==> config.mk <==
export PLATFORM = sky130hd
export DESIGN_NAME = ctl_ep_fifo
export DESIGN_NICKNAME = d
export VERILOG_FILES = /design/src/rtl/ctl_ep_fifo_pkg.sv /design/src/rtl/ctl_ep_phase_fsm.sv /design/src/rtl/ctl_ep_ring.sv /design/src/rtl/ctl_ep_fifo.sv
export SDC_FILE = /design/constraint.sdc
export NUM_CORES = 1
export LEC_CHECK = 0
export BUFFER_PORTS_ARGS = -buffer_cell sky130_fd_sc_hd__buf_4
export CAP_MARGIN = 30
export CORE_ASPECT_RATIO = 1.25
export CORE_MARGIN = 2
export CORE_UTILIZATION = 41
export DETAILED_ROUTE_END_ITERATION = 16
export PLACE_DENSITY_LB_ADDON = 0.08
export SLEW_MARGIN = 10
export SYNTH_ARGS = -nofsm -noshare
export SYNTH_HDL_FRONTEND = slang
export SYNTH_SLANG_ARGS = --single-unit
==> constraint.sdc <==
create_clock -name clk_i -period 3.8 [get_ports clk_i]
set_clock_uncertainty 0.2 [all_clocks]
set_input_delay 0.38 -clock clk_i [delete_from_list [all_inputs] [get_ports clk_i]]
set_output_delay 0.38 -clock clk_i [all_outputs]
set_load 0.1 [all_outputs]
==> src/rtl/ctl_ep_fifo_pkg.sv <==
package ctl_ep_fifo_pkg;
  typedef enum logic [1:0] {
    PH_IDLE = 2'd0,
    PH_RX   = 2'd1,
    PH_TX   = 2'd2
  } ep_phase_e;
endpackage

==> src/rtl/ctl_ep_phase_fsm.sv <==
module ctl_ep_phase_fsm
  import ctl_ep_fifo_pkg::*;
(
  input  logic      clk_i,
  input  logic      rst_ni,
  input  logic      cmd_start_i,
  input  logic      cmd_valid_i,
  input  logic      need_resp_i,
  input  logic      xfer_done_i,
  output ep_phase_e phase_o,
  output logic      flush_o
);
  ep_phase_e phase_q, phase_d;

  always_comb begin
    phase_d = phase_q;
    flush_o = 1'b0;
    unique case (phase_q)
      PH_IDLE: if (cmd_start_i) begin
        phase_d = PH_RX;
        flush_o = 1'b1;
      end
      PH_RX: if (cmd_valid_i) phase_d = need_resp_i ? PH_TX : PH_IDLE;
      PH_TX: if (xfer_done_i) phase_d = PH_IDLE;
      default: phase_d = PH_IDLE;
    endcase
  end

  always_ff @(posedge clk_i or negedge rst_ni) begin
    if (!rst_ni) phase_q <= PH_IDLE;
    else         phase_q <= phase_d;
  end

  assign phase_o = phase_q;

  assert_start_to_rx_R2: assert property (@(posedge clk_i) disable iff (!rst_ni)
    (phase_q == PH_IDLE && cmd_start_i) |=> (phase_q == PH_RX));
  assert_rx_to_tx_R4: assert property (@(posedge clk_i) disable iff (!rst_ni)
    (phase_q == PH_RX && cmd_valid_i && need_resp_i) |=> (phase_q == PH_TX));
  assert_rx_to_idle_R4: assert property (@(posedge clk_i) disable iff (!rst_ni)
    (phase_q == PH_RX && cmd_valid_i && !need_resp_i) |=> (phase_q == PH_IDLE));
  assert_tx_exit_R5: assert property (@(posedge clk_i) disable iff (!rst_ni)
    (phase_q == PH_TX && xfer_done_i) |=> (phase_q == PH_IDLE));
endmodule

==> src/rtl/ctl_ep_ring.sv <==
module ctl_ep_ring #(
  parameter int DW    = 8,
  parameter int DEPTH = 16,
  localparam int AW   = (DEPTH > 1) ? $clog2(DEPTH) : 1,
  localparam int LW   = $clog2(DEPTH + 1)
) (
  input  logic          clk_i,
  input  logic          rst_ni,
  input  logic          flush_i,
  input  logic          push_i,
  input  logic [DW-1:0] wdata_i,
  input  logic          pop_i,
  output logic [DW-1:0] rdata_o,
  output logic [LW-1:0] level_o,
  output logic          full_o,
  output logic          empty_o,
  output logic          push_drop_o,
  output logic          pop_miss_o
);
  logic [DW-1:0] mem_q [DEPTH];
  logic [AW-1:0] wr_q, rd_q;
  logic [LW-1:0] lvl_q;
  logic          push_ok, pop_ok;

  function automatic logic [AW-1:0] nxt(input logic [AW-1:0] p);
    return (p == AW'(DEPTH - 1)) ? '0 : p + AW'(1);
  endfunction

  assign full_o  = (lvl_q == LW'(DEPTH));
  assign empty_o = (lvl_q == '0);
  assign pop_ok  = pop_i && !empty_o;
  // a same-cycle pop frees the slot, so a full FIFO still takes the push
  assign push_ok = push_i && (!full_o || pop_ok);
  assign push_drop_o = push_i && !push_ok;
  assign pop_miss_o  = pop_i && !pop_ok;
  assign rdata_o = empty_o ? '0 : mem_q[rd_q];
  assign level_o = lvl_q;

  for (genvar g = 0; g < DEPTH; g++) begin : g_slot
    always_ff @(posedge clk_i) begin
      if (push_ok && wr_q == AW'(g)) mem_q[g] <= wdata_i;
    end
  end

  always_ff @(posedge clk_i or negedge rst_ni) begin
    if (!rst_ni) begin
      wr_q  <= '0;
      rd_q  <= '0;
      lvl_q <= '0;
    end else if (flush_i) begin
      wr_q  <= '0;
      rd_q  <= '0;
      lvl_q <= '0;
    end else begin
      if (push_ok) wr_q <= nxt(wr_q);
      if (pop_ok)  rd_q <= nxt(rd_q);
      if (push_ok && !pop_ok)      lvl_q <= lvl_q + LW'(1);
      else if (pop_ok && !push_ok) lvl_q <= lvl_q - LW'(1);
    end
  end

  assert_level_bound_R12: assert property (@(posedge clk_i) disable iff (!rst_ni)
    lvl_q <= LW'(DEPTH));
  assert_flush_empties_R2: assert property (@(posedge clk_i) disable iff (!rst_ni)
    flush_i |=> empty_o);
  assert_no_overflow_R9: assert property (@(posedge clk_i) disable iff (!rst_ni)
    (full_o && push_i && !pop_i && !flush_i) |=> full_o);
  assert_simul_level_R11: assert property (@(posedge clk_i) disable iff (!rst_ni)
    (push_i && pop_i && !empty_o && !flush_i) |=> $stable(lvl_q));
endmodule

==> src/rtl/ctl_ep_fifo.sv <==
module ctl_ep_fifo
  import ctl_ep_fifo_pkg::*;
#(
  parameter int DW    = 8,
  parameter int DEPTH = 16,
  parameter int CW    = 8
) (
  input  logic          clk_i,
  input  logic          rst_ni,
  input  logic          cmd_start_i,
  input  logic          cmd_valid_i,
  input  logic          need_resp_i,
  input  logic          xfer_done_i,
  input  logic          pr_push_i,
  input  logic [DW-1:0] pr_wdata_i,
  input  logic          pr_pop_i,
  output logic [DW-1:0] pr_rdata_o,
  input  logic          cpu_rd_i,
  output logic [DW-1:0] cpu_rdata_o,
  input  logic          cpu_wr_i,
  input  logic [DW-1:0] cpu_wdata_i,
  output logic [CW-1:0] count_o,
  output logic          empty_o,
  output logic          full_o,
  output logic          ovf_o,
  output logic          unf_o,
  output logic [1:0]    phase_o
);
  localparam int LW = $clog2(DEPTH + 1);

  ep_phase_e     phase;
  logic          flush, rx, tx;
  logic          push, pop, drop, miss;
  logic [DW-1:0] wdata, head;
  logic [LW-1:0] level;
  logic          ovf_q, unf_q;

  ctl_ep_phase_fsm u_fsm (
    .clk_i      (clk_i),
    .rst_ni     (rst_ni),
    .cmd_start_i(cmd_start_i),
    .cmd_valid_i(cmd_valid_i),
    .need_resp_i(need_resp_i),
    .xfer_done_i(xfer_done_i),
    .phase_o    (phase),
    .flush_o    (flush)
  );

  assign rx = (phase == PH_RX);
  assign tx = (phase == PH_TX);

  // direction steering: receive = protocol in / cpu out, transmit = cpu in / protocol out
  always_comb begin
    push  = 1'b0;
    pop   = 1'b0;
    wdata = '0;
    if (rx) begin
      push  = pr_push_i;
      wdata = pr_wdata_i;
      pop   = cpu_rd_i;
    end else if (tx) begin
      push  = cpu_wr_i;
      wdata = cpu_wdata_i;
      pop   = pr_pop_i;
    end
  end

  ctl_ep_ring #(.DW(DW), .DEPTH(DEPTH)) u_ring (
    .clk_i      (clk_i),
    .rst_ni     (rst_ni),
    .flush_i    (flush),
    .push_i     (push),
    .wdata_i    (wdata),
    .pop_i      (pop),
    .rdata_o    (head),
    .level_o    (level),
    .full_o     (full_o),
    .empty_o    (empty_o),
    .push_drop_o(drop),
    .pop_miss_o (miss)
  );

  assign cpu_rdata_o = rx ? head : '0;
  assign pr_rdata_o  = tx ? head : '0;
  assign count_o     = empty_o ? '0 : CW'(level - LW'(1));
  assign phase_o     = phase;

  always_ff @(posedge clk_i or negedge rst_ni) begin
    if (!rst_ni) begin
      ovf_q <= 1'b0;
      unf_q <= 1'b0;
    end else if (flush) begin
      ovf_q <= 1'b0;
      unf_q <= 1'b0;
    end else begin
      if (drop) ovf_q <= 1'b1;
      if (miss) unf_q <= 1'b1;
    end
  end

  assign ovf_o = ovf_q;
  assign unf_o = unf_q;

  assert_rd_gated_R7: assert property (@(posedge clk_i) disable iff (!rst_ni)
    (!rx && cpu_rd_i && !pr_push_i && !pr_pop_i && !cpu_wr_i && !cmd_start_i) |=> $stable(count_o));
  assert_idle_hold_R6: assert property (@(posedge clk_i) disable iff (!rst_ni)
    (phase == PH_IDLE && !cmd_start_i) |=> $stable(count_o) && $stable(empty_o));
  assert_ovf_sticky_R9: assert property (@(posedge clk_i) disable iff (!rst_ni)
    (ovf_q && !flush) |=> ovf_q);
  assert_unf_set_R10: assert property (@(posedge clk_i) disable iff (!rst_ni)
    (rx && cpu_rd_i && empty_o) |=> unf_q);
  assert_flags_clear_R2: assert property (@(posedge clk_i) disable iff (!rst_ni)
    flush |=> (!ovf_q && !unf_q));
endmodule

==> Word level (Yosys, flattened, before mapping) <==
Memory sizes are Yosys's and may differ from the RTL's.
Index checks and enable logic that the tools add are counted.
{ "word_totals": {"latchBits": 0, "register_bits": 17, "ramBits": 128, "output_inout_bits": 30, "n_memories": 1, "mem_bits_ro": 0} }
{ "classes": {"n_bitwise": 0, "eq_ne": 22, "div": 0, "addsub": 5, "mul": 0, "n_reduce_logical": 51, "order_cmp": 0, "shift": 0, "muxes": 107} }
{ "memory_table": {"columns": ["name", "depth", "word_bits", "read_ports", "rd_clocked_by_memory_dff", "write_ports", "line", "text"], "rows": [
  ["u_ring.mem_q", 16, 8, 1, 0, 1, "ctl_ep_ring.sv:20", "logic [DW-1:0] mem_q [DEPTH];"]
]} }
{ "op_table": {"columns": ["operator", "n"], "rows": [
  ["8-bit two-way mux", 21],
  ["8-bit OR reduction", 15],
  ["4-bit two-way mux", 21],
  ["1-bit two-way mux", 57],
  ["4-bit == test, second input constant", 9],
  ["1-bit logical AND", 22],
  ["4-bit by 3-bit == test with 1-bit output, second input constant", 4],
  ["5-bit two-way mux", 3],
  ["4-bit by 1-bit adder with 4-bit output, second input constant", 2],
  ["4-bit by 2-bit == test with 1-bit output, second input constant", 2],
  ["2-bit two-way mux", 4],
  ["2-bit nonzero test", 4],
  ["2-bit != test, second input constant", 3],
  ["2-bit one-hot mux with 3 select lines", 1],
  ["5-bit by 1-bit subtractor with 6-bit output, second input constant", 1],
  ["5-bit by 1-bit adder with 5-bit output, second input constant", 1],
  ["5-bit == test, second input constant", 1],
  ["5-bit zero test", 1],
  ["5-bit by 1-bit subtractor with 5-bit output, second input constant", 1],
  ["4-bit by 1-bit == test with 1-bit output, second input constant", 1],
  ["1-bit zero test", 4],
  ["4-bit zero test", 1],
  ["3-bit AND reduction", 1],
  ["3-bit nonzero test", 1],
  ["other kinds (4)", 4]
]} }

==> Depth between registers and ports, before layout <==
Gate-level depths: netlist of the first run.
{ "logic_depth": {"depth_word": 25, "depth_mapped": 12} }

==> Modules after synthesis <==
Synthesis of the first run repeated with hierarchy kept, for this count alone.
{ "hier_totals": {"hier_cells": 378, "area_unflattened_um2": 6443.7} }
{ "by_module_without_submodules": {"columns": ["mod", "cells_per_inst", "n_inst", "seq_area_each_um2", "area_per_inst_um2"], "rows": [
  ["ctl_ep_ring", 313, 1, 4169.0, 5941.9],
  ["ctl_ep_fifo", 56, 1, 50.0, 407.9],
  ["ctl_ep_phase_fsm", 9, 1, 50.0, 93.8]
]} }

==> Worst setup path after synthesis of the first run <==
OpenSTA, ideal clock, no wires.
{ "synth_timing": {"kind": "register to output", "start": "reg u_ring.lvl_q[0], in the netlist u_ring.level_o[0]", "end": "out count_o[6]", "required_time_ps": 3220, "t_arrival_ps": 3619, "stages_incl_launch_ff": 7, "path_slack_ps": -399, "n_path_buf": 1, "cell_sequence": "dfrtp_1 -> inv_1 -> ha_1 -> nor2_1 -> nand2_1 -> nor3_1 -> buf_4"} }
{ "synth_via": {"elab_chain_len": 2, "word_cells_on_any_way": 3, "classes_between": "add/sub (1); mux (1); reduce/logical (1)"} }
{ "synth_lines": {"columns": ["item", "line", "text"], "rows": [
  ["start, declared", "ctl_ep_ring.sv:22", "logic [LW-1:0] lvl_q;"],
  ["start signal, assigned", "ctl_ep_ring.sv:57", "if (push_ok && !pop_ok) lvl_q <= lvl_q + LW'(1);"],
  ["start signal, assigned", "ctl_ep_ring.sv:58", "else if (pop_ok && !push_ok) lvl_q <= lvl_q - LW'(1);"],
  ["5-bit by 1-bit subtractor with 6-bit output / 5-bit zero test (equally long branches)", "ctl_ep_fifo.sv:85, ctl_ep_ring.sv:30", null],
  ["8-bit two-way mux (*)", "ctl_ep_fifo.sv:85", "assign count_o = empty_o ? '0 : CW'(level - LW'(1));"],
  ["end, declared", "ctl_ep_fifo.sv:22", "output logic [CW-1:0] count_o,"]
]} }
Mark *: on every way between the ends. The rest lies on a longest branch, timed or not.

==> Worst setup path in the final report of the first run <==
{ "layout_timing": {"start": "reg u_ring.lvl_q[1], in the netlist u_ring.level_o[1]", "end": "reg u_ring.lvl_q[4], in the netlist u_ring.level_o[4]"} }
{ "layout_via": {"elab_chain_len": 8, "word_cells_on_any_way": 17, "classes_between": "add/sub (2); eq/ne (1); mux (3); reduce/logical (11)"} }
{ "layout_lines": {"columns": ["item"], "rows": [
  ["parallel branches: the longest is 8 deep, another holds 5-bit by 1-bit subtractor with 5-bit output"]
]} }
Parallel ways; which one is timed is not known. The select of a mux whose other input is x is not followed.
A chain may end at the register's enable or synchronous reset.

==> impl_metrics.tcl, run 1 <==
set metrics [dict create \
    outcome "completed" \
    htree_num_levels 4 \
    route.detailed.drc 0 \
    cp.required_ns 3.92 \
    finalCriticalPeriod_ns 3.430 \
    power_frac_seq_pct 32.0 \
    dp_hpwl_um 9639 \
    pre_cts_ws_ns 0.3414 \
    clockPowerShare_pct 27.1 \
    firstDrtPassIters 4 \
    cts_tree "done" \
    synth_edf_count 128 \
    clk_path_buf_depth 2 \
    setup_tns_ns 0 \
    clock_latency_ns 0.41 \
    synth_flop_cell "edfxtp_1" \
    syn-instance-count 401 \
    grt_overflow 0 \
    cts_buffers 17 \
    routed_wl_um 14150 \
    synth_area_leaders "edfxtp_1, mux4_2, dfrtp_1" \
    insertedDiodeCount 0 \
    first_iter_violations 176 \
    grtUsageMet1_pct 22.20 \
    place.port_buffers 55 \
    r2r_end "u_ring.level_o[4]$_DFFE_PN0P_" \
    grt_pass1_wl_um 21810 \
    crit_slowest_cell "dfrtp_1" \
    path_class "reg2reg" \
    syn_nets 438 \
    antenna_found_initial 0 \
    clock_sinks 145 \
    path_clk_slew_ns 0.06 \
    synth_area_leader_cell "edfxtp_1" \
    r2r_cells 11 \
    vdd_ir_drop_max_mv 0.8716 \
    use_met2_pct 32.65 \
    crit_chain "inv_1 -> ha_1 -> and4bb_2 -> a32oi_1 -> o21ai_0 -> fa_1 -> a21o_1 -> a21oi_1 -> nand3_1 -> mux2i_1 -> a211oi_1" \
    hp-start "xfer_done_i" \
    cap_violations 0 \
    swShare_pct 40.03 \
    via_per_inst 5.269 \
    setup_viol 0 \
    die_h_um 144.6 \
    area_growth_syn_to_layout_pct 22.53 \
    fin_crit_sh_pct 90.27 \
    synth_area_sq_mm 0.006481 \
    num_rows 51 \
    nets 518 \
    max_stage_delay_ns 0.50 \
    maxSlewHeadroom_pct 38.92 \
    cp.arrival_ns 3.55 \
    wl_per_cell_um 20.04 \
    min_path_cells 3 \
    grt_pass1_vias 3798 \
    synth.distinct_cells 54 \
    holdPathEnd "u_fsm.phase_o[1]$_DFFE_PN0P_" \
    hold_viol_final 0 \
    rsz0062_at_grt "false" \
    num_vias 3720 \
    ctsResizeCount 0 \
    gp_congestion 0.8103 \
    met3_usage_pct 3.982 \
    grt_usage_pct 18.28 \
    synth_top_area_share_pct 59.31 \
    p_int_w 0.003972 \
    dieArea_sq_mm 0.01684 \
    synth_common_cells "edfxtp_1, nor2_1, nand2_1" \
    ant_nets 0 \
    cp-end-kind "flop" \
    p_per_area_mw_per_mm2 833.9 \
    ys_seq_elements 145 \
    ys_seq_area_share_pct 65.87 \
    post-synth-top-count-cell "edfxtp_1" \
    path_buf_inv 1 \
    r2r_start "u_ring.level_o[1]$_DFFE_PN0P_" \
    io_pins 56 \
    r2r_setup_slack_ns 0.37 \
    final_max_slew_viol_count 0 \
    top_usage_layer "met2" \
    critPathTopFamily "compound AO/OA/AOI/OAI gates" \
    cts_root_buf "clkbuf_16" \
    coreArea_sq_mm 0.01551 \
    start_kind "flop" \
    tightest_slew_ns 0.9162 \
    combinationalPowerShare_pct 40.9 \
    clock.fmax_mhz 291.5 \
    hold_path_class "in2reg" \
    die_w_um 116.5 \
    initial_utilization_pct 41.80 \
    p_switching_w 0.002651 \
    synthArstFlopShare_pct 11.72 \
    worst-path-max-fanout 7 \
    p_leak_nw 2.850 \
    synth_area_per_cell_sq_um 16.16 \
    fin_ws_ns 0.3697 \
    drive_gt1_share_pct 31.38 \
    grt_max_degree 38 \
    ys_warn_count 0 \
]
## worst reg2reg max path: stages, from the launching register on
cell,delay [ns]
dfrtp_1,0.50
inv_1,0.14
ha_1,0.24
and4bb_2,0.29
a32oi_1,0.22
o21ai_0,0.29
fa_1,0.50
a21o_1,0.20
a21oi_1,0.26
nand3_1,0.14
mux2i_1,0.14
a211oi_1,0.24
## cell families after synthesis
logic type                 after synthesis  share of synthesized area (%)
muxes                                   51                          15.10
AOI/OAI and AO/OA                       49                          5.637
buffers and inverters                   28                          2.375
adders and majority gates               11                          2.239
xor gates and xnor gates                 9                          1.216
DFF                                    145                          65.87
and+or+nand+nor                        108                          7.568
## per-layer routing
| metal | vias up | part of all wire, % | routed length [um] |
|---|---|---|---|
| li1 | 1733 | - | - |
| met1 | 1887 | 42 | 5958 |
| met2 | 86 | 53 | 7527 |
| met3 | 14 | 3.6 | 516 |
| met4 | 0 | 1.0 | 144 |
| met5 | - | 0 | 0 |
## flip-flops by register name (all words and copies together) (netlist names)
register and flops:
ovf_o 1, u_fsm.phase_o 2, u_ring.level_o 5, u_ring.mem_q 128, u_ring.rd_q 4, u_ring.wr_q 4, unf_o 1
## per-stage QoR
step	area, sq um	total power, W	instances	util [%]	hold WS [ns]
final	7941	0.006623	706	51.21	0.06364
after global routing	7941	0.006916	706	51.21	0.05956
after CTS	7941	0.006687	706	51.21	0.04792
after floorplan	6486	0.004248	401	-	-0.1156
after global placement	7239	0.004866	670	46.69	0.07439
after detailed placement	7267	0.004885	671	46.87	0.08129
## final cells by class
type,count,area (sq um)
Clock buffer,19,432.9
Clock inverter,13,211.5
Fill cell,1327,7565
Inverter,6,22.52
Multi-Input combinational cell,228,2063
Sequential cell,145,4270
Tap cell,212,265.3
Timing Repair Buffer,83,675.6
## timing repair
item	CTS	global route
buffers inserted	0	0
hold endpoints to repair	19	0
hold buffers	3	0
setup endpoints to repair	0	0
## how the worst max path moves through the flow
| stage | start | endpoint | slack, ns | cells after the start |
|---|---|---|---|---|
| global placement | u_ring.level_o[1]$_DFFE_PN0P_ | u_ring.level_o[4]$_DFFE_PN0P_ | 0.44 | 11 |
| detailed placement | u_ring.level_o[1]$_DFFE_PN0P_ | u_ring.level_o[4]$_DFFE_PN0P_ | 0.34 | 11 |
| finish | u_ring.level_o[1]$_DFFE_PN0P_ | u_ring.level_o[4]$_DFFE_PN0P_ | 0.37 | 11 |
| CTS | u_ring.level_o[1]$_DFFE_PN0P_ | u_ring.level_o[4]$_DFFE_PN0P_ | 0.34 | 11 |
| floorplan | u_fsm.phase_o[0]$_DFFE_PN0P_ | cpu_rdata_o[7] | 0.07 | 5 |
| global route | u_ring.level_o[1]$_DFFE_PN0P_ | u_ring.level_o[4]$_DFFE_PN0P_ | 0.09 | 11 |
## layout by cell type (no fill, tap or decap), types with 4 or more instances in the layout
master,instances
o21ai_2,7
clkinv_4,5
dfrtp_1,16
xnor2_1,4
a22o_1,8
bufinv_16,5
a21oi_1,9
mux2_2,7
nand3b_1,4
mux4_1,13
nor3_1,6
clkbuf_16,17
ha_1,10
xor2_1,5
nand2_1,32
o21ai_0,7
buf_4,77
mux2i_1,10
nor2_1,45
mux4_2,19
inv_1,5
edfxtp_1,128
## power by group through the flow
stage / registers [W] / logic [W] / clock network (W)
final: 0.00212 / 0.00271 / 0.00180
after global routing: 0.00214 / 0.00288 / 0.00190
after CTS: 0.00212 / 0.00274 / 0.00182
after detailed placement: 0.00215 / 0.00273 / 0
after global placement: 0.00215 / 0.00272 / 0
after floorplan: 0.00216 / 0.00208 / 0
(Power assumes the default switching activity.)
==> run 2, diff against run 1 <==
Settings changed: CORE_UTILIZATION 41 to 51.
==> impl_metrics.tcl, run 2 (synthesis results as in run 1) <==
set metrics [dict create \
    route.detailed.drc 0 \
    worst-path-max-fanout 7 \
    grtUsageMet1_pct 25.86 \
    cp.arrival_ns 3.58 \
    htree_num_levels 4 \
    cap_violations 0 \
    clock_latency_ns 0.40 \
    tightest_slew_ns 0.8000 \
    io_pins 56 \
    start_kind "flop" \
    final_common_cell "edfxtp_1" \
    max_stage_delay_ns 0.51 \
    fin_crit_sh_pct 91.32 \
    layout_common_cells "edfxtp_1, buf_4, nor2_1" \
    min_path_cells 2 \
    layout.cells.non_filler 659 \
    place.port_buffers 55 \
    antenna_found_initial 0 \
    insertedDiodeCount 0 \
    clock.fmax_mhz 288.2 \
    gp_congestion 0.8714 \
    hold_viol_final 0 \
    fillers 949 \
    grt_max_degree 38 \
    die_w_um 104.8 \
    area_growth_syn_to_layout_pct 20.73 \
    largest_register "u_ring.mem_q" \
    via_per_inst 5.566 \
    cts_tree "done" \
    drive_gt1_share_pct 30.96 \
    power_frac_seq_pct 32.3 \
    regArea_sq_mm 0.004270 \
    p_switching_w 0.002668 \
    grt_pass1_wl_um 20730 \
    setup_viol 0 \
    clk_path_buf_depth 2 \
    r2r_cells 11 \
    cp.required_ns 3.91 \
    num_rows 46 \
    swShare_pct 41.02 \
    vdd_ir_drop_max_mv 1.490 \
    path_class "reg2reg" \
    rsz0062_at_grt "false" \
    finalCriticalPeriod_ns 3.470 \
    ant_nets 0 \
    dp_hpwl_um 9092 \
    use_met2_pct 38.66 \
    crit_slowest_cell "fa_1" \
    postCtsSetupRepairBufs 0 \
    p_per_area_mw_per_mm2 831.2 \
    top_usage_layer "met2" \
    grt_usage_pct 21.22 \
    coreArea_sq_mm 0.01255 \
    num_vias 3668 \
    initial_utilization_pct 51.66 \
    ctsResizeCount 0 \
    hold_path_class "in2reg" \
    multi_input_area_sq_mm 0.002063 \
    cts_buffers 17 \
    largest_register_ffs 128 \
    setup_tns_ns 0 \
    maxSlewHeadroom_pct 46.67 \
    clock_sinks 145 \
    cp-end-kind "flop" \
    final_max_slew_viol_count 0 \
    met3_usage_pct 3.996 \
    wl_per_cell_um 20.74 \
    dieArea_sq_mm 0.01363 \
    firstDrtPassIters 4 \
    cts_root_buf "clkbuf_16" \
    outcome "completed" \
    place_inst 625 \
    grt_overflow 0 \
    routed_wl_um 13670 \
    p_int_w 0.003836 \
    nets 515 \
    first_iter_violations 285 \
    grt_pass1_vias 3676 \
    p_leak_nw 2.821 \
    clockPowerShare_pct 26.0 \
    die_h_um 130.0 \
    path_clk_slew_ns 0.06 \
    combinationalPowerShare_pct 41.7 \
    crit_chain "inv_1 -> ha_1 -> and4bb_2 -> a32oi_1 -> o21ai_0 -> fa_1 -> a21o_1 -> a21oi_1 -> nand3_1 -> mux2i_1 -> a211oi_1" \
    whs_ns 0.05042 \
]
run 2: final timing paths:
check	start	slack, ns	to
max	u_ring.level_o[1]$_DFFE_PN0P_	0.33	u_ring.level_o[4]$_DFFE_PN0P_
min	need_resp_i	0.05	u_fsm.phase_o[1]$_DFFE_PN0P_
max reg2reg	u_ring.level_o[1]$_DFFE_PN0P_	0.33	u_ring.level_o[4]$_DFFE_PN0P_
min reg2reg	unf_o$_DFFE_PN0P_	0.31	unf_o$_DFFE_PN0P_
max in group asynchronous	rst_ni	3.01	u_ring.rd_q[0]$_DFFE_PN0P_
min in group asynchronous	rst_ni	0.18	unf_o$_DFFE_PN0P_
run 2: worst max-delay path, delay by kind of cell, from the launching register on:
family / cells / cell delay [ns]
compound gates: 5 / 1.24
fa+ha+maj: 2 / 0.75
buf+inv: 1 / 0.13
flops: 1 / 0.49
mux: 1 / 0.14
simple gates: 2 / 0.43
run 2: per-stage QoR:
stage / cell area (sq um) / util (%) / worst slack [ns] / total power [W]
after detailed placement: 7197 / 57.36 / 0.3502 / 0.004861
after CTS: 7825 / 62.37 / 0.2986 / 0.006561
after global routing: 7825 / 62.37 / 0.06090 / 0.006800
final: 7825 / 62.37 / 0.3297 / 0.006504
after floorplan: 6486 / - / 0.06600 / 0.004248
after global placement: 7169 / 57.14 / 0.4660 / 0.004836
run 2: metal layers:
metal / up-vias / share of wire, % / wire, um
li1: 1725 / - / -
met1: 1834 / 40 / 5504
met4: 0 / 0.41 / 56
met2: 107 / 55 / 7550
met3: 2 / 4.1 / 560
met5: - / 0 / 0
run 2: power groups by stage:
stage          registers [W]  logic, W  clock network (W)
2_1_floorplan        0.00216   0.00208                  0
3_3_place_gp         0.00212   0.00271                  0
3_5_place_dp         0.00213   0.00273                  0
4_1_cts              0.00210   0.00274            0.00172
5_1_grt              0.00212   0.00288            0.00180
6_report             0.00210   0.00271            0.00169
run 2: timing repair:
| item | CTS | global route |
|---|---|---|
| endpoints found under the setup margin | 0 | 0 |
| hold buffers | 2 | 0 |
| endpoints found under the hold margin | 18 | 0 |
run 2: cell type report:
| cell class | count | area share, % |
|---|---|---|
| Clock buffer | 17 | 5.437 |
| Sequential cell | 145 | 54.57 |
| Clock inverter | 15 | 2.335 |
| Tap cell | 168 | 2.686 |
| Multi-Input combinational cell | 228 | 26.37 |
| Timing Repair Buffer | 80 | 8.315 |
| Inverter | 6 | 0.2878 |
